File: src/rtl/swt_pkg.sv
package swt_pkg;
  localparam int unsigned PRE_W = 2;
  localparam int unsigned POW_W = 3;
  localparam int unsigned DIV_W = PRE_W + POW_W;
  localparam int unsigned PRE_CNT_W = PRE_W + 1;
  localparam int unsigned POW_CNT_W = (1 << POW_W) - 1;

  typedef struct packed {
    logic [POW_W-1:0] pow;
    logic [PRE_W-1:0] pre;
  } div_t;

  // prescale terminal count: factor 2k+1 -> limit 2k
  function automatic logic [PRE_CNT_W-1:0] pre_limit(input logic [PRE_W-1:0] code);
    return {code, 1'b0};
  endfunction
endpackage

File: src/rtl/swt_prescale.sv
module swt_prescale
  import swt_pkg::*;
(
  input  logic             clk_i,
  input  logic             rst_ni,
  input  logic             clr_i,
  input  logic [PRE_W-1:0] code_i,
  output logic             pre_tick_o
);
  logic [PRE_CNT_W-1:0] cnt_q;
  logic [PRE_CNT_W-1:0] lim;

  assign lim        = pre_limit(code_i);
  assign pre_tick_o = (cnt_q == lim);

  always_ff @(posedge clk_i or negedge rst_ni) begin
    if (!rst_ni)         cnt_q <= '0;
    else if (clr_i)      cnt_q <= '0;
    else if (pre_tick_o) cnt_q <= '0;
    else                 cnt_q <= cnt_q + 1'b1;
  end

  // counter never passes the odd prescale limit
  a_r2_pre_in_range: assert property (@(posedge clk_i) disable iff (!rst_ni)
    cnt_q <= lim);
endmodule

File: src/rtl/swt_pow2_div.sv
module swt_pow2_div
  import swt_pkg::*;
(
  input  logic             clk_i,
  input  logic             rst_ni,
  input  logic             clr_i,
  input  logic [POW_W-1:0] pow_i,
  input  logic             pre_tick_i,
  output logic             tick_o
);
  logic [POW_CNT_W-1:0] cnt_q;
  logic [POW_CNT_W-1:0] lim;

  // limit = 2^n - 1 as a thermometer mask
  for (genvar i = 0; i < POW_CNT_W; i++) begin : g_mask
    assign lim[i] = (32'(i) < 32'(pow_i));
  end

  assign tick_o = pre_tick_i && (cnt_q == lim);

  always_ff @(posedge clk_i or negedge rst_ni) begin
    if (!rst_ni)         cnt_q <= '0;
    else if (clr_i)      cnt_q <= '0;
    else if (tick_o)     cnt_q <= '0;
    else if (pre_tick_i) cnt_q <= cnt_q + 1'b1;
  end

  // counter stays within 2^n - 1
  a_r2_pow_in_range: assert property (@(posedge clk_i) disable iff (!rst_ni)
    cnt_q <= lim);
  // power stage advances only on prescaler ticks
  a_r2_pow_hold: assert property (@(posedge clk_i) disable iff (!rst_ni)
    (!clr_i && !pre_tick_i) |=> $stable(cnt_q));
endmodule

File: src/rtl/swt_clkdiv.sv
module swt_clkdiv
  import swt_pkg::*;
(
  input  logic             clk_i,
  input  logic             rst_ni,
  input  logic             div_we_i,
  input  logic [DIV_W-1:0] div_wdata_i,
  output logic             tick_o
);
  div_t div_q;
  logic pre_tick;
  logic tick_c;
  logic tick_q;

  always_ff @(posedge clk_i or negedge rst_ni) begin
    if (!rst_ni)       div_q <= '0;
    else if (div_we_i) div_q <= div_t'(div_wdata_i);
  end

  swt_prescale u_pre (
    .clk_i      (clk_i),
    .rst_ni     (rst_ni),
    .clr_i      (div_we_i),
    .code_i     (div_q.pre),
    .pre_tick_o (pre_tick)
  );

  swt_pow2_div u_pow (
    .clk_i      (clk_i),
    .rst_ni     (rst_ni),
    .clr_i      (div_we_i),
    .pow_i      (div_q.pow),
    .pre_tick_i (pre_tick),
    .tick_o     (tick_c)
  );

  // registered output; a write drops any tick of the old setting
  always_ff @(posedge clk_i or negedge rst_ni) begin
    if (!rst_ni)       tick_q <= 1'b0;
    else if (div_we_i) tick_q <= 1'b0;
    else               tick_q <= tick_c;
  end

  assign tick_o = tick_q;

  // write suppresses the next cycle's tick
  a_r4_write_clears: assert property (@(posedge clk_i) disable iff (!rst_ni)
    div_we_i |=> !tick_o);
  // single-cycle pulse when dividing by more than one
  a_r3_single_pulse: assert property (@(posedge clk_i) disable iff (!rst_ni)
    (tick_o && !div_we_i && div_q != '0) |=> !tick_o);
  // divide by one ticks every clock
  a_r6_div1_always: assert property (@(posedge clk_i) disable iff (!rst_ni)
    (div_q == '0 && !div_we_i) |=> tick_o);
endmodule

File: config.mk
export PLATFORM = sky130hd
export DESIGN_NAME = swt_clkdiv
export DESIGN_NICKNAME = d
export VERILOG_FILES = /design/src/rtl/swt_pkg.sv /design/src/rtl/swt_prescale.sv /design/src/rtl/swt_pow2_div.sv /design/src/rtl/swt_clkdiv.sv
export SDC_FILE = /design/constraint.sdc
export NUM_CORES = 1
export LEC_CHECK = 0
export ABC_AREA = 1
export BUFFER_PORTS_ARGS = -buffer_cell sky130_fd_sc_hd__buf_4
export CORE_MARGIN = 2
export CORE_UTILIZATION = 49
export DETAILED_ROUTE_END_ITERATION = 7
export PLACE_DENSITY_LB_ADDON = 0.25
export REMOVE_ABC_BUFFERS = 1
export SLEW_MARGIN = 40
export SYNTH_ARGS = -nofsm -noshare
export SYNTH_HDL_FRONTEND = slang
export SYNTH_SLANG_ARGS = --single-unit
export TNS_END_PERCENT = 100
File: constraint.sdc
create_clock -name clk_i -period 1.87 [get_ports clk_i]
set_input_delay 0.4675 -clock clk_i [delete_from_list [all_inputs] [get_ports clk_i]]
set_output_delay 0.4675 -clock clk_i [all_outputs]
set_load 0.01 [all_outputs]
==> load_flow_metrics.sql <==
INSERT INTO impl_metrics (metric_group, metric, value, unit) VALUES
('clock_network', 'cts-hold-fix-buffers', '0', ''),
('logic_synthesis', 'synthDistinctLibCells', '23', ''),
('timing', 'tightestPinTransition', '0.286', 'ns'),
('final_layout', 'diodes', '0', ''),
('job', 'timing.max_cap.violations', '0', ''),
('drt', 'drc', '0', ''),
('logic_synthesis', 'synth_compound_area_share', '3.09', '%'),
('logic_synthesis', 'yosys.area_share.adder', '2.57', '%'),
('logic_synthesis', 'yosys-mux-area-fraction', '0', '%'),
('drt', 'drt-vias-per-instance', '4.87', ''),
('die', 'core_region_area', '0.00192', 'mm^2'),
('worst_setup_path', 'critical-path-slowest-cell', 'dfrtp_1', ''),
('clock_network', 'cts.reportedPaths.clkPinSlew', '0.10', 'ns'),
('timing', 'timing_hold_violations_final', '0', ''),
('worst_setup_path', 'startpoint_type_of_the_worst_setup_path', 'register', ''),
('worst_setup_path', 'worstPathCellList', 'nor2_2, nor2_1, nor2_2, nand2_2, nor2_4, nand3_4, nand3_1, nand2_1', ''),
('die', 'start_util', '50.6', '%'),
('worst_setup_path', 'critical_path.max_fanout', '7', ''),
('timing', 'timing.final.ws_setup', '0.485', 'ns'),
('die', 'floorplan.die_area', '0.00236', 'mm^2'),
('power_and_ir_drop', 'vdd.ir_drop.worst', '591', 'uV'),
('placed_design', 'place_ws', '0.492', 'ns'),
('global_routing', 'global_route.usage.total', '17.8', '%'),
('clock_network', 'tritoncts_clock_tree', 'done', ''),
('logic_synthesis', 'synth_enable_flop_cells', '0', ''),
('die', 'placementRows', '16', ''),
('final_layout', 'finalInstanceArea', '0.00109', 'mm^2'),
('logic_synthesis', 'post_syn_area', '972', 'um^2'),
('clock_network', 'cts.repair.resized', '0', ''),
('global_routing', 'grt_overflow', '0', ''),
('placed_design', 'detailedPlacementHpwl', '1.31', 'mm'),
('logic_synthesis', 'ys_warn_count', '0', ''),
('logic_synthesis', 'synth-seq-area-share', '41.2', '%'),
('logic_synthesis', 'ys_dominant_reg_cell', 'dfrtp_1', ''),
('final_layout', 'finish.cell_count_without_fillers', '157', ''),
('global_routing', 'vias_in_the_first_global_route', '716', ''),
('clock_network', 'tritoncts.num_buffers', '3', ''),
('worst_setup_path', 'arrival', '1.58', 'ns'),
('placed_design', 'finalWeightedCongestion', '0.767', ''),
('clock_network', 'clock_path_buffers', '2', ''),
('logic_synthesis', 'async_flop_share', '100', '%'),
('drt', 'drt-initial-drc-count', '14', ''),
('clock_network', 'cts.htree.levels', '1', ''),
('timing', 'min_clock_period_post_route', '1.38', 'ns'),
('final_layout', 'post_route_cells_drive_above_1_share', '22.3', '%'),
('placed_design', 'dp.cells', '153', ''),
('drt', 'drt_pre_antenna_iters', '4', ''),
('drt', 'drtAntennaViolNets', '0', ''),
('clock_network', 'cts.root.buffer_cell', 'clkbuf_4', ''),
('logic_synthesis', 'synth_xor_area_share', '8.88', '%'),
('timing', 'rsz0062_at_grt', 'false', ''),
('outcome', 'run_status', 'completed', ''),
('clock_network', 'clk-insertion-delay-late', '0.30', 'ns'),
('timing', 'holdWs', '0.00617', 'ns'),
('worst_setup_path', 'worstSetupEndpointType', 'register', ''),
('timing', 'totalNegativeSetupSlack', '0', 'ns'),
('global_routing', 'grt_antenna_before_repair', '0', ''),
('placed_design', 'port-buffer-count', '8', ''),
('global_routing', 'grt_max_degree', '17', ''),
('worst_hold_path', 'holdCritPathClass', 'in -> async', ''),
('worst_setup_path', 'worstSetupPathType', 'reg -> reg', ''),
('timing', 'max_transition_margin', '80.9', '%'),
('die', 'die_height', '48.5', 'um'),
('worst_setup_path', 'max_stage_delay', '0.49', 'ns'),
('timing', 'finalClockSkew', '0.00645', 'ns'),
('power_and_ir_drop', 'cellLeakagePower', '0.555', 'nW'),
('placed_design', 'dpl-instance-area', '0.00105', 'mm^2'),
('drt', 'finalWirelength', '1.70', 'mm'),
('final_layout', 'synthToLayoutAreaGrowth', '11.8', '%'),
('timing', 'timing.final.setup_violations', '0', ''),
('timing', 'slew_viol_final', '0', '');
## cells in the final DEF (no fill, tap or decap), types with 3 or more instances in the layout
| cell | instances |
|---|---|
| o21ai_0 | 4 |
| buf_4 | 8 |
| clkbuf_4 | 3 |
| nand2_2 | 3 |
| dfrtp_1 | 16 |
| clkinv_1 | 3 |
| inv_1 | 8 |
| nand3_1 | 12 |
| nor2_1 | 6 |
| xor2_1 | 6 |
| nand4_1 | 3 |
| inv_2 | 4 |
| nand2_1 | 36 |
| nor2_4 | 5 |
## critical path: cells and delay by family, from the launching register on
kind,cells,cell delay [ns]
simple gates,8,0.78
flops,1,0.49
## through the flow
stage | util (%) | total power [mW]
after global placement | 54.7 | 0.587
after CTS | 56.6 | 0.825
after global routing | 56.6 | 0.873
final | 56.6 | 0.820
after detailed placement | 54.7 | 0.591
after floorplan | - | 0.541
## layout make-up
class	count	area, um^2
Timing Repair Buffer	8	60.1
Multi-Input combinational cell	87	500
Inverter	15	56.3
Clock buffer	4	36.3
Fill cell	201	835
Tap cell	27	33.8
Sequential cell	16	400
## metal layers
metal | vias up | global-route usage (%) | share of wire [%]
li1 | 396 | - | -
met1 | 356 | 23.9 | 49
met2 | 7 | 28.0 | 47
met3 | 5 | 4.01 | 2.6
met4 | 0 | 7.14 | 2.1
met5 | - | 0 | 0
## state kept, by name, summed over array words and instances (netlist names)
register and flops:
u_pow.cnt_q 7, div_q 5, u_pre.cnt_q 3, tick_o 1
## cells in the mapped netlist, types with 2 or more instances
cell       n  share of area (%)
xor2_1     6                5.4
nor2_1     6                2.3
nand4_1    3                1.9
xnor2_1    2                1.8
nand2_1   36                 14
clkinv_1   3                1.2
inv_1      8                3.1
nor2_4     5                5.8
inv_2      4                1.5
ha_1       2                2.6
nor2_2     2                1.3
dfrtp_1   16                 41
o21ai_0    4                2.1
nand3_1   12                6.2
nand2_2    3                1.9
## final timing paths
check | from | endpoint | slack (ns) | cells after the start
worst max register to register | div_q[4] | u_pow.cnt_q[1] | 0.49 | 8
min in group clk_i | div_wdata_i[0] | div_q[0] | 0.37 | 3
max in group asynchronous | rst_ni | u_pow.cnt_q[3] | 1.68 | 1
worst max-delay path | div_q[4] | u_pow.cnt_q[1] | 0.49 | 8
worst min register to register | u_pre.cnt_q[0] | u_pre.cnt_q[0] | 0.46 | 1
worst min-delay path | rst_ni | u_pre.cnt_q[1] | 0.006 | 1
## cells by family after synthesis
kind of cell | count (synthesis)
xor gates and xnor gates | 9
AOI/OAI and AO/OA | 6
adders and majority gates | 2
buffers and inverters | 17
DFF | 16
and+or+nand+nor | 70
## where the power goes
part	switching (mW)	internal, mW
clock network	0.120	0.119
registers	0.0290	0.372
logic	0.114	0.0664
total	0.263	0.557
No activity file was read; power rests on OpenSTA's default activity.
